==> config.mk <==
export PLATFORM = sky130hd
export DESIGN_NAME = iirx_interleave
export DESIGN_NICKNAME = d
export VERILOG_FILES = /design/src/rtl/iirx_pkg.sv /design/src/rtl/iirx_delay.sv /design/src/rtl/iirx_mul.sv /design/src/rtl/iirx_add.sv /design/src/rtl/iirx_interleave.sv
export SDC_FILE = /design/constraint.sdc
export NUM_CORES = 1
export LEC_CHECK = 0
export CAP_MARGIN = 20
export CORE_MARGIN = 2
export CORE_UTILIZATION = 50
export DETAILED_ROUTE_END_ITERATION = 10
export DONT_BUFFER_PORTS = 1
export HOLD_SLACK_MARGIN = 0.12
export MAX_ROUTING_LAYER = met4
export PLACE_DENSITY = 0.68
export SLEW_MARGIN = 0
export SYNTH_ARGS = -nofsm -noshare
export SYNTH_HDL_FRONTEND = slang
export SYNTH_SLANG_ARGS = --single-unit
==> constraint.sdc <==
create_clock -name clk -period 5.68 [get_ports clk]
set_clock_uncertainty 0.2 [all_clocks]
set_input_delay 1.136 -clock clk [delete_from_list [all_inputs] [get_ports clk]]
set_output_delay 1.136 -clock clk [all_outputs]
set_load 0.02 [all_outputs]
==> src/rtl/iirx_pkg.sv <==
`timescale 1ns/1ps
package iirx_pkg;
  localparam int ACC_W = 64;
  typedef logic signed [ACC_W-1:0] acc_t;

  // Clamp a wide signed value into the signed range of w bits.
  function automatic acc_t clamp_w(input acc_t v, input int w);
    acc_t top;
    acc_t bot;
    top = (acc_t'(1) <<< (w - 1)) - acc_t'(1);
    bot = -(acc_t'(1) <<< (w - 1));
    if (v > top) return top;
    if (v < bot) return bot;
    return v;
  endfunction
endpackage

==> src/rtl/iirx_delay.sv <==
`timescale 1ns/1ps
module iirx_delay #(
  parameter int W = 8,
  parameter int D = 1
) (
  input  logic         clk,
  input  logic         rst_n,
  input  logic [W-1:0] d_i,
  output logic [W-1:0] q_o
);
  generate
    if (D == 0) begin : g_wire
      assign q_o = d_i;
    end else begin : g_pipe
      logic [W-1:0] stg_q [D];
      logic [W-1:0] stg_d [D];

      always_comb begin
        stg_d[0] = d_i;
        for (int k = 1; k < D; k++) stg_d[k] = stg_q[k-1];
      end

      always_ff @(posedge clk or negedge rst_n) begin
        if (!rst_n) begin
          for (int k = 0; k < D; k++) stg_q[k] <= '0;
        end else begin
          stg_q <= stg_d;
        end
      end

      assign q_o = stg_q[D-1];
    end
  endgenerate
endmodule

==> src/rtl/iirx_mul.sv <==
`timescale 1ns/1ps
module iirx_mul
  import iirx_pkg::*;
#(
  parameter int DW  = 16,
  parameter int CW  = 16,
  parameter int CF  = 14,
  parameter int STG = 2
) (
  input  logic                 clk,
  input  logic                 rst_n,
  input  logic signed [DW-1:0] z_i,
  input  logic signed [CW-1:0] c_i,
  output logic signed [DW-1:0] p_o
);
  localparam int PW = DW + CW;

  logic signed [PW-1:0] raw;
  logic signed [PW-1:0] raw_q;
  acc_t                 rnd;

  // Full-precision product, registered STG times inside the loop.
  assign raw = PW'(z_i) * PW'(c_i);

  iirx_delay #(.W(PW), .D(STG)) u_pipe (
    .clk  (clk),
    .rst_n(rst_n),
    .d_i  (raw),
    .q_o  (raw_q)
  );

  // Round half up, drop the fraction, clamp to the data width.
  always_comb begin
    rnd = (acc_t'(raw_q) + (acc_t'(1) <<< (CF - 1))) >>> CF;
    p_o = DW'(clamp_w(rnd, DW));
  end
endmodule

==> src/rtl/iirx_add.sv <==
`timescale 1ns/1ps
module iirx_add
  import iirx_pkg::*;
#(
  parameter int DW  = 16,
  parameter int STG = 1
) (
  input  logic                 clk,
  input  logic                 rst_n,
  input  logic signed [DW-1:0] a_i,
  input  logic signed [DW-1:0] b_i,
  output logic signed [DW-1:0] s_o
);
  acc_t                 wide;
  logic signed [DW-1:0] sum_n;

  always_comb begin
    wide  = acc_t'(a_i) + acc_t'(b_i);
    sum_n = DW'(clamp_w(wide, DW));
  end

  iirx_delay #(.W(DW), .D(STG)) u_pipe (
    .clk  (clk),
    .rst_n(rst_n),
    .d_i  (sum_n),
    .q_o  (s_o)
  );
endmodule

==> src/rtl/iirx_interleave.sv <==
`timescale 1ns/1ps
module iirx_interleave #(
  parameter int N_CH    = 4,
  parameter int DW      = 16,
  parameter int CW      = 16,
  parameter int CF      = 14,
  parameter int MUL_STG = 2,
  parameter int ADD_STG = 1
) (
  input  logic                 clk,
  input  logic                 rst_n,
  input  logic signed [DW-1:0] in_data,
  input  logic                 in_first,
  input  logic signed [CW-1:0] coef,
  output logic signed [DW-1:0] out_data,
  output logic                 out_first
);
  // Loop registers: MUL_STG + ADD_STG + BAL_STG must equal N_CH.
  localparam int BAL_RAW = N_CH - MUL_STG - ADD_STG;
  localparam int BAL_STG = (BAL_RAW < 0) ? 0 : BAL_RAW;

  generate
    if (MUL_STG < 1 || ADD_STG < 1 || BAL_RAW < 0 || CF < 1 || CF >= CW) begin : g_bad_cfg
      $error("iirx_interleave: need MUL_STG>=1, ADD_STG>=1, MUL_STG+ADD_STG<=N_CH, 1<=CF<CW");
    end
  endgenerate

  logic signed [DW-1:0] z_q;
  logic signed [DW-1:0] fb;
  logic signed [DW-1:0] prod;

  iirx_add #(.DW(DW), .STG(ADD_STG)) u_add (
    .clk  (clk),
    .rst_n(rst_n),
    .a_i  (in_data),
    .b_i  (prod),
    .s_o  (z_q)
  );

  iirx_delay #(.W(DW), .D(BAL_STG)) u_bal (
    .clk  (clk),
    .rst_n(rst_n),
    .d_i  (z_q),
    .q_o  (fb)
  );

  iirx_mul #(.DW(DW), .CW(CW), .CF(CF), .STG(MUL_STG)) u_mul (
    .clk  (clk),
    .rst_n(rst_n),
    .z_i  (fb),
    .c_i  (coef),
    .p_o  (prod)
  );

  iirx_delay #(.W(1), .D(ADD_STG)) u_mark (
    .clk  (clk),
    .rst_n(rst_n),
    .d_i  (in_first),
    .q_o  (out_first)
  );

  assign out_data = z_q;
endmodule

==> results.json <==
{
  "overflow": 0,
  "worstPathRequired_ns": 5.73,
  "critical_path.startpoint_type": "input pin",
  "mappedNetlistNets": 1663,
  "netlist_instances": 1270,
  "worstHoldPathType": "reg2reg",
  "place.detailed.hpwl_mm": 24.0,
  "holdCritStartpoint": "u_mul.u_pipe.g_pipe.stg_d[21]",
  "h-tree-depth": 3,
  "grt_use_total": 0.245,
  "syn_area_sq_um": 12400,
  "worstHoldEndpoint": "u_mul.u_pipe.q_o[21]",
  "detail-route-antenna-nets": 0,
  "vias_per_std_cell": 5.08,
  "pins_over_slew_limit": 0,
  "detail_route.first_pass.iterations": 5,
  "tritoncts_num_sinks": 71,
  "timing.fmax_ghz": 0.159,
  "grt_pass1_vias": 9480,
  "final_common_cell": "sky130_fd_sc_hd__inv_1",
  "num_antenna_cells": 0,
  "post-route-period-util": 1.11,
  "worstReg2RegEnd": "u_mul.u_pipe.g_pipe.stg_d[28]",
  "insertion_delay_ns": 0.33,
  "synth_flop_cell": "sky130_fd_sc_hd__dfrtp_1",
  "timing.reg2reg.setup_slack_ns": -0.48,
  "placementRows": 57,
  "worstRegToRegCells": 23,
  "detailroute.via_count": 8596,
  "failing_checks": "negative setup slack",
  "wire_per_inst_microns": 16.6,
  "worst_setup_hold_path_clk_slew_ns": 0.06,
  "drive_gt1_frac": 0.159,
  "max_cap_violations": 0,
  "metal3_wl_mm": 1.52,
  "place.gp.congestion": 0.882,
  "area.growth.synth_to_final_pct": 15.5,
  "tritoncts": "yes",
  "remaining_drc_errors": 0,
  "met1_length_mm": 13.0,
  "postSynthAreaPerCell_sq_um": 9.74,
  "synth_seq_cells": 71,
  "synthArstFlopShare": 1.00,
  "report.final.setup_viol": 19,
  "dieWidth_microns": 161,
  "most_used_cells_in_the_layout_excluding_fill_and_tap_cells": "288 x sky130_fd_sc_hd__inv_1, 255 x sky130_fd_sc_hd__fa_1, 153 x sky130_fd_sc_hd__nand2_1",
  "top_layer_used": "met4",
  "root_buffer": "sky130_fd_sc_hd__clkbuf_16",
  "synth_sequential_area_ratio": 0.144,
  "min_path_cells": 0,
  "pin_count_of_the_biggest_net_entering_global_routing": 72,
  "cts_inserted_buffers": 9,
  "run_status": "finished with violations",
  "synth_cell_types": 50,
  "design.portCount": 52,
  "grt_setup_unrepaired": "yes",
  "routed_wl_mm": 28.0,
  "period_minus_slack_ns": 6.30,
  "synthesis.yosys.warnings": 0,
  "port-buffer-count": 0,
  "layout_setup_ws_ns": -0.616,
  "critPathMaxFanout": 16,
  "core_region_area_sq_um": 24300,
  "die_y_microns": 161,
  "hold_viol_final": 0,
  "critical_path_class": "in2reg",
  "final-instance-count-excl-fill": 1693,
  "slew_headroom": 0.473,
  "wl_met2_mm": 13.2,
  "endpoint_kind": "flop",
  "worst-slew-pin-transition_ns": 0.784,
  "cts_max_path_buffers": 2,
  "fin_nets": 1757,
  "placed_cells_incl_taps": 1667,
  "initial_core_utilization": 0.509,
  "grt_pass1_wl_mm": 48.8,
  "filler_cell_count": 2019,
  "antenna_found_initial": 0,
  "die_area_sq_um": 26000,
  "data_arrival_time_of_the_critical_path_ns": 6.34,
  "synth_edf_count": 0,
  "drtIter0Drc": 480,
  "startpoint_of_the_lowest_slack_register_to_register_path": "u_bal.q_o[6]"
}
[layer usage]
metal / global-route usage / vias up
met5: - / -
met1: 0.351 / 4387
met4: 0.0361 / 0
li1: - / 3984
met3: 0.0429 / 23
met2: 0.377 / 202
[final cells by class]
cell class | count | area, sq um | share of cell area
Multi-Input combinational cell | 866 | 9680 | 0.677
Clock buffer | 9 | 225 | 0.0158
Inverter | 297 | 1110 | 0.0780
Timing Repair Buffer | 119 | 1020 | 0.0714
Clock inverter | 7 | 63.8 | 0.00447
Tap cell | 324 | 405 | 0.0284
Sequential cell | 71 | 1780 | 0.125
[cells by family (layout without fill, tap and decap cells)]
kind of cell / count (synthesis) / after routing / synth area share
adder cells (fa/ha/maj): 360 / 360 / 0.523
AND/OR/NAND/NOR: 339 / 339 / 0.133
buffers and inverters: 333 / 432 / 0.101
AO/OA/AOI/OAI: 113 / 113 / 0.0609
flip-flops: 71 / 71 / 0.144
XOR/XNOR: 54 / 54 / 0.0382
[sequential cells by signal, summed over array words and instances, names as in the netlist]
name,count
u_mul.u_pipe.g_pipe.stg_d,19
u_mul.u_pipe.q_o,19
u_add.u_pipe.q_o,16
u_bal.q_o,16
u_mark.q_o,1
[worst max path at each step]
| stage | from | endpoint | slack [ns] | cells past startpoint |
|---|---|---|---|---|
| after global routing | coef[9] | u_mul.u_pipe.g_pipe.stg_d[31] | -0.83 | 22 |
| final | coef[9] | u_mul.u_pipe.g_pipe.stg_d[31] | -0.62 | 22 |
| after CTS | coef[9] | u_mul.u_pipe.g_pipe.stg_d[31] | -0.62 | 22 |
| after floorplan | coef[7] | u_mul.u_pipe.g_pipe.stg_d[31] | -0.88 | 23 |
| after global placement | coef[7] | u_mul.u_pipe.g_pipe.stg_d[28] | -0.95 | 22 |
| after detailed placement | coef[7] | u_mul.u_pipe.g_pipe.stg_d[31] | -1.01 | 22 |
[timing repair]
action                                  CTS  global route
gates cloned                              0             0
hold buffers                              0             0
endpoints found under the setup margin   18            19
pin swaps                                33            14
setup buffers                             5             6
gates resized for setup                  19            37
[through the flow]
stage / setup WS [ns] / util / hold slack (ns) / instance area, sq um / TNS [ns]
final: -0.616 / 0.587 / 0.147 / 14300 / -7.62
after global routing: -0.829 / 0.587 / 0.156 / 14300 / -11.13
after CTS: -0.620 / 0.580 / 0.146 / 14100 / -7.21
after detailed placement: -1.01 / 0.565 / 0.137 / 13700 / -13.74
after global placement: -0.946 / 0.565 / 0.135 / 13700 / -12.90
after floorplan: -0.881 / - / 0.131 / 12700 / -9.29
[Yosys cell counts, types with 4 or more instances]
master	n	area share
sky130_fd_sc_hd__nor2b_1	5	0.0025
sky130_fd_sc_hd__xnor2_1	34	0.024
sky130_fd_sc_hd__nand3_1	13	0.0053
sky130_fd_sc_hd__ha_1	96	0.097
sky130_fd_sc_hd__and2_1	95	0.048
sky130_fd_sc_hd__a21oi_1	30	0.012
sky130_fd_sc_hd__o21ai_0	34	0.014
sky130_fd_sc_hd__nand4_1	6	0.0030
sky130_fd_sc_hd__nor2_1	18	0.0055
sky130_fd_sc_hd__o21a_1	4	0.0024
sky130_fd_sc_hd__o21bai_1	4	0.0024
sky130_fd_sc_hd__dfrtp_1	71	0.14
sky130_fd_sc_hd__nor3_1	6	0.0024
sky130_fd_sc_hd__clkbuf_1	34	0.010
sky130_fd_sc_hd__xor2_1	20	0.014
sky130_fd_sc_hd__fa_1	262	0.42
sky130_fd_sc_hd__a21o_1	8	0.0049
sky130_fd_sc_hd__nand2b_1	17	0.0086
sky130_fd_sc_hd__inv_1	297	0.090
sky130_fd_sc_hd__nand2_1	167	0.051
[worst max-delay path, stage by stage]
cell and delay (ns):
sky130_fd_sc_hd__nand2_8 0.04, sky130_fd_sc_hd__fa_1 0.54, sky130_fd_sc_hd__inv_1 0.05, sky130_fd_sc_hd__fa_1 0.48, sky130_fd_sc_hd__inv_1 0.05, sky130_fd_sc_hd__fa_1 0.50
sky130_fd_sc_hd__inv_2 0.05, sky130_fd_sc_hd__fa_2 0.60, sky130_fd_sc_hd__inv_2 0.05, sky130_fd_sc_hd__fa_1 0.49, sky130_fd_sc_hd__inv_1 0.05, sky130_fd_sc_hd__fa_1 0.52
sky130_fd_sc_hd__ha_4 0.21, sky130_fd_sc_hd__a21o_1 0.19, sky130_fd_sc_hd__a21oi_2 0.15, sky130_fd_sc_hd__o21ba_4 0.21, sky130_fd_sc_hd__o2bb2ai_4 0.12, sky130_fd_sc_hd__a31oi_4 0.06
sky130_fd_sc_hd__a211oi_4 0.31, sky130_fd_sc_hd__o211ai_2 0.15, sky130_fd_sc_hd__a311oi_2 0.23, sky130_fd_sc_hd__xnor2_1 0.15
Power is left out: the tool's default activity adds up to more than one toggle a clock period on the data nets, which glitch-free logic cannot reach.
